--- src/rtl/lsu_pkg.sv ---
package lsu_pkg;
  localparam int XLEN  = 32;
  localparam int DISPW = 16;
  localparam int LANES = XLEN / 8;
  localparam int LW    = $clog2(LANES);

  typedef enum logic [1:0] {
    OP_LDW = 2'b00,
    OP_LDB = 2'b01,
    OP_STW = 2'b10,
    OP_STB = 2'b11
  } lsu_op_e;

  function automatic logic [XLEN-1:0] calc_ea(input logic [XLEN-1:0] base,
                                              input logic [DISPW-1:0] disp);
    return base + {{(XLEN-DISPW){disp[DISPW-1]}}, disp};
  endfunction

  function automatic logic [LW-1:0] lane_of(input logic [LW-1:0] off, input logic big);
    return big ? ~off : off;
  endfunction

  function automatic logic [XLEN-1:0] sext_byte(input logic [7:0] b);
    return {{(XLEN-8){b[7]}}, b};
  endfunction
endpackage

--- src/rtl/lsu_addr_gen.sv ---
module lsu_addr_gen
  import lsu_pkg::*;
(
  input  logic [XLEN-1:0]  base_i,
  input  logic [DISPW-1:0] disp_i,
  input  logic             is_byte_i,
  input  logic             big_i,
  output logic [XLEN-1:0]  ea_o,
  output logic             misalign_o,
  output logic [LW-1:0]    lane_o
);
  always_comb begin
    ea_o       = calc_ea(base_i, disp_i);
    misalign_o = !is_byte_i && (ea_o[LW-1:0] != '0);
    lane_o     = lane_of(ea_o[LW-1:0], big_i);
  end
endmodule

--- src/rtl/lsu_store_lane.sv ---
module lsu_store_lane
  import lsu_pkg::*;
(
  input  logic            en_i,
  input  logic            is_byte_i,
  input  logic            misalign_i,
  input  logic [LW-1:0]   lane_i,
  input  logic [XLEN-1:0] data_i,
  output logic [LANES-1:0] we_o,
  output logic [XLEN-1:0]  wdata_o
);
  for (genvar g = 0; g < LANES; g++) begin : g_lane
    always_comb begin
      we_o[g] = en_i && !misalign_i && (!is_byte_i || (lane_i == LW'(g)));
      wdata_o[8*g +: 8] = is_byte_i ? data_i[7:0] : data_i[8*g +: 8];
    end
  end
endmodule

--- src/rtl/lsu_load_extract.sv ---
module lsu_load_extract
  import lsu_pkg::*;
(
  input  logic [XLEN-1:0] word_i,
  input  logic            is_byte_i,
  input  logic            err_i,
  input  logic [LW-1:0]   lane_i,
  output logic [XLEN-1:0] data_o
);
  logic [XLEN-1:0] shifted;
  always_comb begin
    shifted = word_i >> {lane_i, 3'b000};
    if (err_i)          data_o = '0;
    else if (is_byte_i) data_o = sext_byte(shifted[7:0]);
    else                data_o = word_i;
  end
endmodule

--- src/rtl/lsu_word_ram.sv ---
module lsu_word_ram
  import lsu_pkg::*;
#(
  parameter int DEPTH = 16,
  parameter int IDXW  = $clog2(DEPTH)
) (
  input  logic             clk,
  input  logic             rst_n,
  input  logic [LANES-1:0] we_i,
  input  logic [IDXW-1:0]  wr_idx_i,
  input  logic [XLEN-1:0]  wdata_i,
  input  logic             re_i,
  input  logic [IDXW-1:0]  rd_idx_i,
  output logic [XLEN-1:0]  rdata_o
);
  logic [XLEN-1:0] mem_q [DEPTH];

  always_ff @(posedge clk or negedge rst_n) begin
    if (!rst_n) begin
      for (int i = 0; i < DEPTH; i++) mem_q[i] <= '0;
      rdata_o <= '0;
    end else begin
      if (re_i) rdata_o <= mem_q[rd_idx_i];
      for (int l = 0; l < LANES; l++)
        if (we_i[l]) mem_q[wr_idx_i][8*l +: 8] <= wdata_i[8*l +: 8];
    end
  end
endmodule

--- src/rtl/lsu_top.sv ---
module lsu_top
  import lsu_pkg::*;
#(
  parameter int DEPTH_WORDS = 16
) (
  input  logic        clk,
  input  logic        rst_n,
  input  logic        big_endian_i,
  input  logic        req_i,
  input  logic [1:0]  op_i,
  input  logic [31:0] base_i,
  input  logic [15:0] disp_i,
  input  logic [31:0] wr_data_i,
  output logic [31:0] ea_o,
  output logic        misalign_o,
  output logic [3:0]  byte_we_o,
  output logic [31:0] lane_wdata_o,
  output logic        rd_valid_o,
  output logic        rd_err_o,
  output logic [31:0] rd_data_o
);
  localparam int IDXW = $clog2(DEPTH_WORDS);

  lsu_op_e op_w;
  logic    is_load_w, is_store_w, is_byte_w, load_fire_w, store_req_w;
  logic [LW-1:0]   lane_w;
  logic [IDXW-1:0] idx_w;
  logic [XLEN-1:0] ram_rdata_w;

  logic          rd_valid_q, rd_err_q, rd_byte_q;
  logic [LW-1:0] rd_lane_q;

  assign op_w        = lsu_op_e'(op_i);
  assign is_store_w  = op_i[1];
  assign is_load_w   = !op_i[1];
  assign is_byte_w   = (op_w == OP_LDB) || (op_w == OP_STB);
  assign load_fire_w = req_i && is_load_w;
  assign store_req_w = req_i && is_store_w;
  assign idx_w       = ea_o[IDXW+LW-1:LW];

  lsu_addr_gen u_addr (
    .base_i     (base_i),
    .disp_i     (disp_i),
    .is_byte_i  (is_byte_w),
    .big_i      (big_endian_i),
    .ea_o       (ea_o),
    .misalign_o (misalign_o),
    .lane_o     (lane_w)
  );

  lsu_store_lane u_store (
    .en_i       (store_req_w),
    .is_byte_i  (is_byte_w),
    .misalign_i (misalign_o),
    .lane_i     (lane_w),
    .data_i     (wr_data_i),
    .we_o       (byte_we_o),
    .wdata_o    (lane_wdata_o)
  );

  lsu_word_ram #(.DEPTH(DEPTH_WORDS), .IDXW(IDXW)) u_ram (
    .clk      (clk),
    .rst_n    (rst_n),
    .we_i     (byte_we_o),
    .wr_idx_i (idx_w),
    .wdata_i  (lane_wdata_o),
    .re_i     (load_fire_w),
    .rd_idx_i (idx_w),
    .rdata_o  (ram_rdata_w)
  );

  always_ff @(posedge clk or negedge rst_n) begin
    if (!rst_n) begin
      rd_valid_q <= 1'b0;
      rd_err_q   <= 1'b0;
      rd_byte_q  <= 1'b0;
      rd_lane_q  <= '0;
    end else begin
      rd_valid_q <= load_fire_w;
      if (load_fire_w) begin
        rd_err_q  <= misalign_o;
        rd_byte_q <= is_byte_w;
        rd_lane_q <= lane_w;
      end
    end
  end

  lsu_load_extract u_extract (
    .word_i    (ram_rdata_w),
    .is_byte_i (rd_byte_q),
    .err_i     (rd_err_q),
    .lane_i    (rd_lane_q),
    .data_o    (rd_data_o)
  );

  assign rd_valid_o = rd_valid_q;
  assign rd_err_o   = rd_err_q;
endmodule

--- config.mk ---
export PLATFORM = sky130hd
export DESIGN_NAME = lsu_top
export DESIGN_NICKNAME = d
export VERILOG_FILES = /design/src/rtl/lsu_pkg.sv /design/src/rtl/lsu_addr_gen.sv /design/src/rtl/lsu_store_lane.sv /design/src/rtl/lsu_load_extract.sv /design/src/rtl/lsu_word_ram.sv /design/src/rtl/lsu_top.sv
export SDC_FILE = /design/constraint.sdc
export NUM_CORES = 1
export LEC_CHECK = 0
export BUFFER_PORTS_ARGS = -buffer_cell sky130_fd_sc_hd__buf_2
export CAP_MARGIN = 20
export CORE_ASPECT_RATIO = 0.8
export CORE_MARGIN = 5
export CORE_UTILIZATION = 23
export CTS_BUF_LIST = sky130_fd_sc_hd__clkbuf_2 sky130_fd_sc_hd__clkbuf_4 sky130_fd_sc_hd__clkbuf_8
export DETAILED_ROUTE_END_ITERATION = 10
export MAX_ROUTING_LAYER = met4
export PLACE_DENSITY = 0.44
export SLEW_MARGIN = 5
export SYNTH_ARGS = -nofsm -noshare
export SYNTH_HDL_FRONTEND = slang
export SYNTH_SLANG_ARGS = --single-unit
export TNS_END_PERCENT = 50
--- constraint.sdc ---
create_clock -name clk -period 3.7 [get_ports clk]
set_input_delay 0.74 -clock clk [delete_from_list [all_inputs] [get_ports clk]]
set_output_delay 0.74 -clock clk [all_outputs]
set_load 0.02 [all_outputs]
==> results of run 1 <==
registers in the layout, summed over array words and instances, names as in the netlist:
register / flops
rd_lane_q: 2
u_ram.rdata_o: 32
rd_valid_o: 1
u_ram.mem_q: 512
rd_byte_q: 1
rd_err_o: 1
area by class of cell:
cell class	instances	share of cell area, %
Inverter	40	0.464
Antenna cell	6	0.0435
Tap cell	1539	5.58
Clock buffer	155	5.71
Clock inverter	18	0.312
Sequential cell	549	39.8
Timing Repair Buffer	464	11.8
Multi-Input combinational cell	1870	36.2
power groups by stage:
stage	combinational (mW)	sequential, mW	clock (mW)
finish	5.14	8.12	6.01
global route	5.70	8.27	6.49
CTS	5.16	8.11	6.20
detailed placement	5.10	8.20	0
global placement	5.06	8.18	0
floorplan	3.23	7.93	0
through the flow:
step                      hold WS (ps)  util, %
after floorplan                    444        -
after global placement             456     27.5
after detailed placement           465     27.5
after CTS                          345     29.4
after global routing               422     29.5
final                              423     29.5
layer usage:
layer	up-vias	routed length [microns]
li1	10100	-
met4	0	991
met5	-	0
met3	88	5420
met1	10400	49200
met2	496	38200
path summary, 6_finish.rpt:
| kind | startpoint | to | slack, ps | cells after the start |
|---|---|---|---|---|
| max reg2reg | u_ram.mem_q[63] | u_ram.rdata_o[31] | 2000 | 4 |
| min | big_endian_i | rd_lane_q[1] | 420 | 3 |
| min reg2reg | u_ram.mem_q[314] | u_ram.mem_q[314] | 470 | 2 |
| min in group asynchronous | rst_n | u_ram.mem_q[336] | 600 | 2 |
| max in group asynchronous | rst_n | u_ram.mem_q[127] | 2010 | 3 |
| max | base_i[0] | ea_o[26] | -180 | 11 |
what timing repair did:
action,CTS,global route
endpoints found under the setup margin,15,22
resized for setup,30,36
endpoints found under the hold margin,59,0
hold buffers,1,0
pin swaps,12,16
buffers inserted,3,2
logic make-up (layout without fill, tap and decap cells):
kind of cell               after synthesis  count (layout)  share of synthesized area, %
AOI/OAI and AO/OA                      686             686                          14.4
xor gates and xnor gates                28              28                         0.976
adders and majority gates               32              32                          1.51
buffers and inverters                  246             677                          4.33
DFF                                    549             549                          50.8
muxes                                  260             260                          13.4
other                                    0               6                             0
and+or+nand+nor                        864             864                          14.6
tightest hold or removal path, stage by stage:
cell	delay, ps
buf_2	140
xnor2_1	120
o21ai_0	60
placed cells by master (no fill, tap or decap), types with 8 or more instances in the layout:
master	count
nor3_4	8
nand4_1	13
inv_1	36
nand2b_1	30
a21o_1	16
nor2_1	157
a32oi_1	32
nand3_2	11
nand2_1	490
a221oi_1	31
o21ai_0	275
dfrtp_1	549
nand3_1	84
buf_6	9
clkbuf_8	129
nor3_1	9
and3_1	13
nor2_4	8
mux4_2	68
o21ai_1	36
buf_2	173
buf_12	78
mux2i_1	58
clkinv_2	13
buf_4	201
mux2_1	16
a21oi_2	14
xnor2_1	15
ha_1	24
a21oi_1	229
clkbuf_4	26
mux2_2	113
==> flow_summary.yaml, run 1 <==
status:
  status: "finished, violations left"
  violations: "setup timing"
die:
  die_h_microns: 317
  die_w_microns: 393
  ios: 189
  coreArea_sq_mm: 0.117
  initial_core_util_pct: 23.2
  num_rows: 112
  die_area_sq_mm: 0.125
clock_tree:
  clock_latency_ps: 700
  path_clk_slew_ps: 50
  numClockSinks: 549
  cts_tree: "done"
  clock_path_buffers: 3
  clock-root-buffer: "clkbuf_8"
  htreeDepth: 3
  cts_buffers: 99
pwr:
  p_leak_nw: 15.7
  power.internal_mw: 12.9
  ir_worst_vdd_v: 0.000240
  pwr-share-clk_pct: 31.2
  power_frac_comb_pct: 26.7
  seqPwrFrac_pct: 42.1
  p_sw_mw: 6.39
  p_per_area_mw_per_mm2: 559
  p_sw_share_pct: 33.1
  total_power_mw: 19.3
cells_and_area:
  fin_cells: 4641
  nFillCells: 12300
  syn2layout_area_growth_pct: 27.6
  drive_gt1_share_pct: 29.8
  stdcell_area_sq_mm: 0.0345
  register_area_sq_mm: 0.0137
  final_nets: 3142
  multi_input_area_sq_mm: 0.0125
yosys:
  yosysUniqueCellTypes: 71
  netlist_instances: 2665
  synth_most_common_cell: "dfrtp_1"
  synth_edf_count: 0
  yosys_warnings: 0
  ys.flop_type: "dfrtp_1"
  synth_top_area_cell: "dfrtp_1"
  syn_avg_cell_area_sq_um: 10.1
  synth.area.top_cells: "dfrtp_1 (51%), nand2_1 (6.8%), mux4_2 (5.7%)"
  netlist_area_sq_mm: 0.0270
  synth_top_area_share_pct: 50.8
  ys_seq_area_share_pct: 50.8
  async_flop_share_pct: 100
  ys_seq_elements: 549
  synth_commonest_cells: "dfrtp_1 (549), nand2_1 (492), o21ai_0 (279)"
  synth_fp_nets: 2783
timing:
  timing.setup.tns_ps: -895
  min_period_ps: 3880
  relSlewSlack_pct: 31.0
  max_clock_freq_ghz: 0.258
  hold_violations: 0
  setup_slack_ps: -183
  setup_viol: 8
  finalCritPeriodShare_pct: 105
  rsz0062_at_grt: "true"
  drv_slew: 0
  tightest_slew_ps: 1030
  skew_ps: 20.9
route:
  wl_per_cell_microns: 20.2
  dr.pass1.iters: 5
  via_count: 21200
  ant_nets: 0
  routed_wl_microns: 93800
  drt_iter0_markers: 1466
  vias_per_cell: 4.56
  drc: 0
global_routing:
  grt_usage_pct: 15.4
  grt.overflow.total: 0
  grt_pass1_wl_microns: 142000
  grt_use_met3_pct: 3.17
  grt_max_degree: 77
  antenna_found_initial: 10
  use_met1_pct: 23.5
  grt_pass1_vias: 21100
  met2_usage_pct: 21.3
  busiest_layer: "met1"
place:
  io_buffer_count: 188
  placed_cell_area_sq_mm: 0.0320
  place_congestion: 0.832
  dp.cells: 4456
  dpl.hpwl_microns: 67100
  place_ws_ps: -403
worst_setup_path:
  start_kind: "input port"
  path_cells: "buf_6 > ha_4 > fa_2 > a21o_4 > a311o_1 > a32o_2 > a211o_1 > a31o_4 > a31oi_4 > xnor2_2 > buf_4"
  worstSetupEndpointType: "primary output"
  cpMaxStageDelayCell: "fa_2"
  required_ps: 2960
  crit_path_max_incr_delay_ps: 350
  critPathTopFamily: "compound AO/OA/AOI/OAI gates"
  cp_num_buf_inv: 2
  crit_fanout: 3
  critical_path_class: "in2out"
  worstPathArrival_ps: 3140
hold_path:
  hold_class: "in2reg"
job:
  max_cap_violations: 0
Note: power is estimated with default switching activity, not from simulation.
==> run 2: changes to the inputs <==
Clock period 3.7 ns to 3.43 ns, I/O delays scaled along.
==> run 2 against run 1 <==
Combinational power rose by 11%. Die area stayed put. Critical endpoint unchanged. The flow still finishes with violations (setup timing). Wire length increased by 0.51%. Largest power group unchanged. Largest cell class unchanged. Utilization fell by 0.28 points. Clock power is 3% lower.
==> flow_summary.yaml, run 2 (synthesis results as in run 1) <==
status:
  status: "finished, violations left"
  violations: "setup timing"
job:
  max_cap_violations: 0
die:
  num_rows: 112
  die_w_microns: 393
  die_area_sq_mm: 0.125
  initial_core_util_pct: 23.2
  ios: 189
  coreArea_sq_mm: 0.117
  die_h_microns: 317
clock_tree:
  clock_path_buffers: 3
  htreeDepth: 3
  cts_tree: "done"
  clock-root-buffer: "clkbuf_8"
  clock_latency_ps: 720
  path_clk_slew_ps: 60
  numClockSinks: 549
  cts_buffers: 95
worst_setup_path:
  crit_fanout: 4
  crit_path_max_incr_delay_ps: 370
  worstSetupEndpointType: "primary output"
  worstPathArrival_ps: 3190
  path_cells: "buf_6 > ha_4 > fa_2 > a21o_1 > a311o_1 > a32o_2 > a211o_1 > a31o_4 > a31oi_4 > xnor2_2 > buf_4"
  critical_path_class: "in2out"
  required_ps: 2740
  cpMaxStageDelayCell: "fa_2"
  start_kind: "input port"
route:
  dr.pass1.iters: 5
  vias_per_cell: 4.58
  via_count: 21200
  ant_nets: 0
  drc: 0
  wl_per_cell_microns: 20.4
  routed_wl_microns: 94300
  drt_iter0_markers: 1360
timing:
  relSlewSlack_pct: 32.9
  rsz0062_at_grt: "true"
  setup_viol: 16
  drv_slew: 0
  tightest_slew_ps: 1000
  finalCritPeriodShare_pct: 113
  skew_ps: 39.1
  setup_slack_ps: -446
  timing.setup.tns_ps: -3470
  hold_violations: 0
  min_period_ps: 3880
  max_clock_freq_ghz: 0.258
global_routing:
  grt_pass1_vias: 21000
  antenna_found_initial: 10
  grt_usage_pct: 15.4
  grt.overflow.total: 0
  grt_pass1_wl_microns: 142000
  grt_max_degree: 96
cells_and_area:
  top_regs: "u_ram.mem_q: 512 flops, u_ram.rdata_o: 32 flops, rd_lane_q: 2 flops"
  fin_cells: 4624
  mostFrequentLayoutCells: "dfrtp_1 (547), nand2_1 (489), o21ai_0 (275)"
  drive_gt1_share_pct: 29.7
  largest_reg_flops: 512
  layout_commonest_cell: "dfrtp_1"
  stdcell_area_sq_mm: 0.0342
  syn2layout_area_growth_pct: 26.3
  fin_util_pct: 29.3
  final_nets: 3146
  regMostFlops: "u_ram.mem_q"
  nFillCells: 12300
pwr:
  p_leak_nw: 15.5
  ir_worst_vdd_v: 0.000269
  p_per_area_mw_per_mm2: 594
place:
  dpl.hpwl_microns: 66200
  place_congestion: 0.806
  place_ws_ps: -512
  io_buffer_count: 188
  dp.cells: 4461
  placed_cell_area_sq_mm: 0.0319
hold_path:
  hold_class: "in2reg"
## run 2: cell count changes in the layout (fill, tap and decap cells not counted), sizes merged
| cell | previous run | this run |
|---|---|---|
| clkinv | 14 | 5 |
| buf | 463 | 471 |
| clkinvlp | 3 | 5 |
| clkbuf | 155 | 137 |
## run 2: final timing paths
| path | to | start | cells after the start | slack (ps) |
|---|---|---|---|---|
| max | ea_o[26] | base_i[0] | 11 | -450 |
| min | rd_lane_q[1] | big_endian_i | 3 | 410 |
| max reg2reg | u_ram.rdata_o[31] | u_ram.mem_q[319] | 4 | 1730 |
| min reg2reg | u_ram.mem_q[306] | u_ram.mem_q[306] | 2 | 480 |
| max in group asynchronous | u_ram.mem_q[2] | rst_n | 3 | 1930 |
| min in group asynchronous | u_ram.mem_q[342] | rst_n | 2 | 500 |
## run 2: critical path: cells and delay by family
kind / cells / cell delay (ps)
adder cells (fa/ha/maj): 2 / 540
AO/OA/AOI/OAI: 6 / 1550
XOR/XNOR: 1 / 140
buffers and inverters: 2 / 270
## run 2: power breakdown
| group | internal [mW] | total [mW] | switching (mW) |
|---|---|---|---|
| logic | 2.43 | 5.71 | 3.29 |
| registers | 7.92 | 8.75 | 0.825 |
| clock network | 3.11 | 5.84 | 2.73 |
## run 2: routing by layer
| metal | GRT usage, % | up-vias | part of all wire [%] |
|---|---|---|---|
| met1 | 23.1 | 10400 | 51 |
| li1 | - | 10100 | - |
| met4 | 3.44 | 0 | 1.8 |
| met2 | 21.1 | 570 | 41 |
| met3 | 3.25 | 118 | 6.4 |
| met5 | - | - | 0 |
## run 2: timing repair
action / CTS / global route
endpoints found under the setup margin: 50 / 24
cloned: 0 / 0
gates resized for setup: 48 / 39
hold endpoints to repair: 47 / 0
pin swaps: 20 / 26
buffers inserted: 2 / 7
hold buffers: 1 / 0
## run 2: stage by stage
stage / hold WS [ps] / power (mW)
3_5_place_dp: 465 / 14.4
2_1_floorplan: 390 / 12.0
3_3_place_gp: 457 / 14.4
5_1_grt: 379 / 21.5
6_report: 411 / 20.3
4_1_cts: 362 / 20.5
## run 2: cell type report
type / instances / area [sq um] / share of cell area (%)
inverters: 40 / 163 / 0.476
clock buffers: 137 / 1690 / 4.93
diodes: 6 / 15.0 / 0.0440
clock inverters: 11 / 80.1 / 0.234
repair buffers: 472 / 3960 / 11.6
flip-flops and latches: 549 / 13700 / 40.2
multi-input cells: 1870 / 12600 / 36.9
well taps: 1539 / 1930 / 5.64
==> run 3: changes to the inputs <==
Settings changed: CORE_UTILIZATION 23 to 40, PLACE_DENSITY 0.44 to 0.64, SYNTH_HIERARCHICAL set to 1.
==> run 3 against run 2 <==
The run still ends with setup timing left. Clock power increased by 2%. Clock skew decreased by 12 ps. Design area decreased by 2.4%. Area after synthesis increased by 1.6%. Highest routed layer unchanged.
==> flow_summary.yaml, run 3 <==
worst_setup_path:
  worstPathArrival_ps: 2890
  cpMaxStageDelayCell: "fa_2"
  critical_path.most_common_cell: "buf_6"
  critical_path_class: "in2out"
  start_kind: "input port"
  path_cells: "buf_6 > ha_4 > inv_2 > fa_2 > and2b_2 > o2111ai_2 > a21o_1 > a211oi_4 > buf_6 > a21oi_2 > mux2i_1 > a311oi_2 > buf_4"
  crit_fanout: 3
  crit_path_max_incr_delay_ps: 330
  r2r_start: "u_ram/mem_q[294]"
  worstSetupEndpointType: "primary output"
  startpoint: "base_i[0]"
  required_ps: 2740
timing:
  max_clock_freq_ghz: 0.279
  skew_ps: 27.3
  tightest_slew_ps: 910
  relSlewSlack_pct: 39.3
  rsz0062_at_grt: "true"
  setup_slack_ps: -149
  drv_slew: 0
  min_period_ps: 3580
  hold_violations: 0
  timing.setup.tns_ps: -862
  finalCritPeriodShare_pct: 104
  setup_viol: 9
clock_tree:
  numClockSinks: 549
  cts_buffers: 88
  clock_latency_ps: 690
  path_clk_slew_ps: 60
  clock-root-buffer: "clkbuf_8"
  htreeDepth: 3
  cts_tree: "done"
  clock_path_buffers: 3
route:
  dr.pass1.iters: 5
  drc: 0
  wl_per_cell_microns: 23.5
  vias_per_cell: 5.52
  drt_iter0_markers: 1327
  ant_nets: 0
  routed_wl_microns: 76900
  via_count: 18000
cells_and_area:
  largest_reg_flops: 512
  syn2layout_area_growth_pct: 21.3
  final_nets: 2395
  mostFrequentLayoutCells: "dfrtp_1 (549), mux2_1 (334), buf_4 (184)"
  layout_commonest_cell: "dfrtp_1"
  regMostFlops: "u_ram/mem_q"
  drive_gt1_share_pct: 44.0
  top_regs: "u_ram/mem_q: 512 flops, u_ram/rdata_o: 32 flops, rd_lane_q: 2 flops"
  fin_util_pct: 48.7
  nFillCells: 5938
global_routing:
  grt_usage_pct: 21.5
  grt_pass1_vias: 19400
  grt_max_degree: 93
  grt_pass1_wl_microns: 119000
  antenna_found_initial: 6
  grt.overflow.total: 0
die:
  ios: 189
  die_w_microns: 303
  coreArea_sq_mm: 0.0684
  die_h_microns: 244
  num_rows: 86
  initial_core_util_pct: 40.2
  die_area_sq_mm: 0.0741
yosys:
  synth_top_area_cell: "dfrtp_1"
  yosysUniqueCellTypes: 72
  netlist_area_sq_mm: 0.0275
  ys.flop_type: "dfrtp_1"
  synth_fp_nets: 2031
  yosys_warnings: 6
  synth_most_common_cell: "dfrtp_1"
  ys_seq_elements: 549
  synth_top_area_share_pct: 50.0
  synth_edf_count: 0
  async_flop_share_pct: 100
  ys_seq_area_share_pct: 50.0
  synth.area.top_cells: "dfrtp_1 (50%), mux2_1 (14%), mux4_2 (10%)"
  synth_commonest_cells: "dfrtp_1 (549), mux2_1 (334), mux2_2 (183)"
  syn_avg_cell_area_sq_um: 14.4
  netlist_instances: 1913
place:
  place_congestion: 0.878
  dpl.hpwl_microns: 55000
  io_buffer_count: 188
pwr:
  p_leak_nw: 16.6
  p_per_area_mw_per_mm2: 650
  total_power_mw: 21.7
  ir_worst_vdd_v: 0.000249
job:
  max_cap_violations: 0
status:
  status: "finished, violations left"
  violations: "setup timing"
hold_path:
  min_from: "wr_data_i[5]"
  hold_class: "in2reg"
-- run 3: cell count changes after synthesis, sizes merged, moves of 32 or more --
cell    delta
nor2     -111
nand3     -92
mux4      +60
a21oi    -204
a32oi     -32
clkbuf    -47
nand2    -403
o22ai     +39
mux2     +392
o21ai    -277
-- run 3: area by class of cell --
cell class / count / area, sq um / share of cell area, %
diodes: 4 / 10.0 / 0.0300
clock buffers: 148 / 1860 / 5.57
clock inverters: 6 / 35.0 / 0.105
inverters: 38 / 143 / 0.428
multi-input cells: 1191 / 13100 / 39.4
flip-flops and latches: 549 / 13700 / 41.2
well taps: 924 / 1160 / 3.47
repair buffers: 409 / 3270 / 9.82
-- run 3: metal layers --
layer	wire length, microns	vias to the layer above	share of wire [%]	track usage (%)
met5	0	-	0	-
met4	2000	0	2.6	6.00
met3	5440	123	7.1	5.28
met2	34000	566	44	30.8
met1	35500	9448	46	30.6
li1	-	7908	-	-
-- run 3: where the power goes --
part	switching [mW]	leakage, nW	internal (mW)	total, mW
Clock	2.56	1.00	3.38	5.94
Combinational	2.93	8.26	3.39	6.32
Sequential	1.10	7.34	8.31	9.40
-- run 3: worst paths after layout --
kind	endpoint	slack [ps]	cells after the start
max	ea_o[18]	-150	13
min	u_ram/mem_q[389]	360	2
max in group asynchronous	u_ram/mem_q[157]	1830	3
min reg2reg	u_ram/mem_q[111]	480	1
min in group asynchronous	u_ram/mem_q[412]	560	2
max reg2reg	u_ram/rdata_o[6]	1990	3
-- run 3: worst max-delay path, delay by kind of cell --
| kind | cells | cell delay (ps) |
|---|---|---|
| AO/OA/AOI/OAI | 5 | 900 |
| buffers and inverters | 4 | 460 |
| adder cells (fa/ha/maj) | 2 | 460 |
| AND/OR/NAND/NOR | 1 | 240 |
| multiplexers | 1 | 120 |
-- run 3: repair_timing --
item | 4_1_cts | 5_1_grt
setup endpoints to repair | 24 | 28
endpoints found under the hold margin | 0 | 7
pin swaps | 28 | 23
hold buffers | 0 | 1
gates resized for setup | 37 | 21
buffers inserted | 4 | 2
-- run 3: metrics by stage --
stage                     cell area [sq um]  hold WS [ps]  worst slack (ps)  instances
after floorplan                       27500           390              -114       1913
after global placement                31100           468              -378       3106
after detailed placement              31100           475              -421       3106
after CTS                             33200          7.13              -310       3263
after global routing                  33300           341              -286       3269
final                                 33300           363              -149       3269
-- run 3: logic make-up (layout without fill, tap and decap cells) --
family          after synthesis  after routing  synth area share (%)
xor+xnor                     31             31                 0.988
flops                       549            549                  50.0
other cells                   0              4                     0
buf+inv                     173            601                  3.17
fa+ha+maj                    32             32                  1.48
simple gates                210            210                  4.83
compound gates              233            233                  6.32
mux                         685            685                  33.2
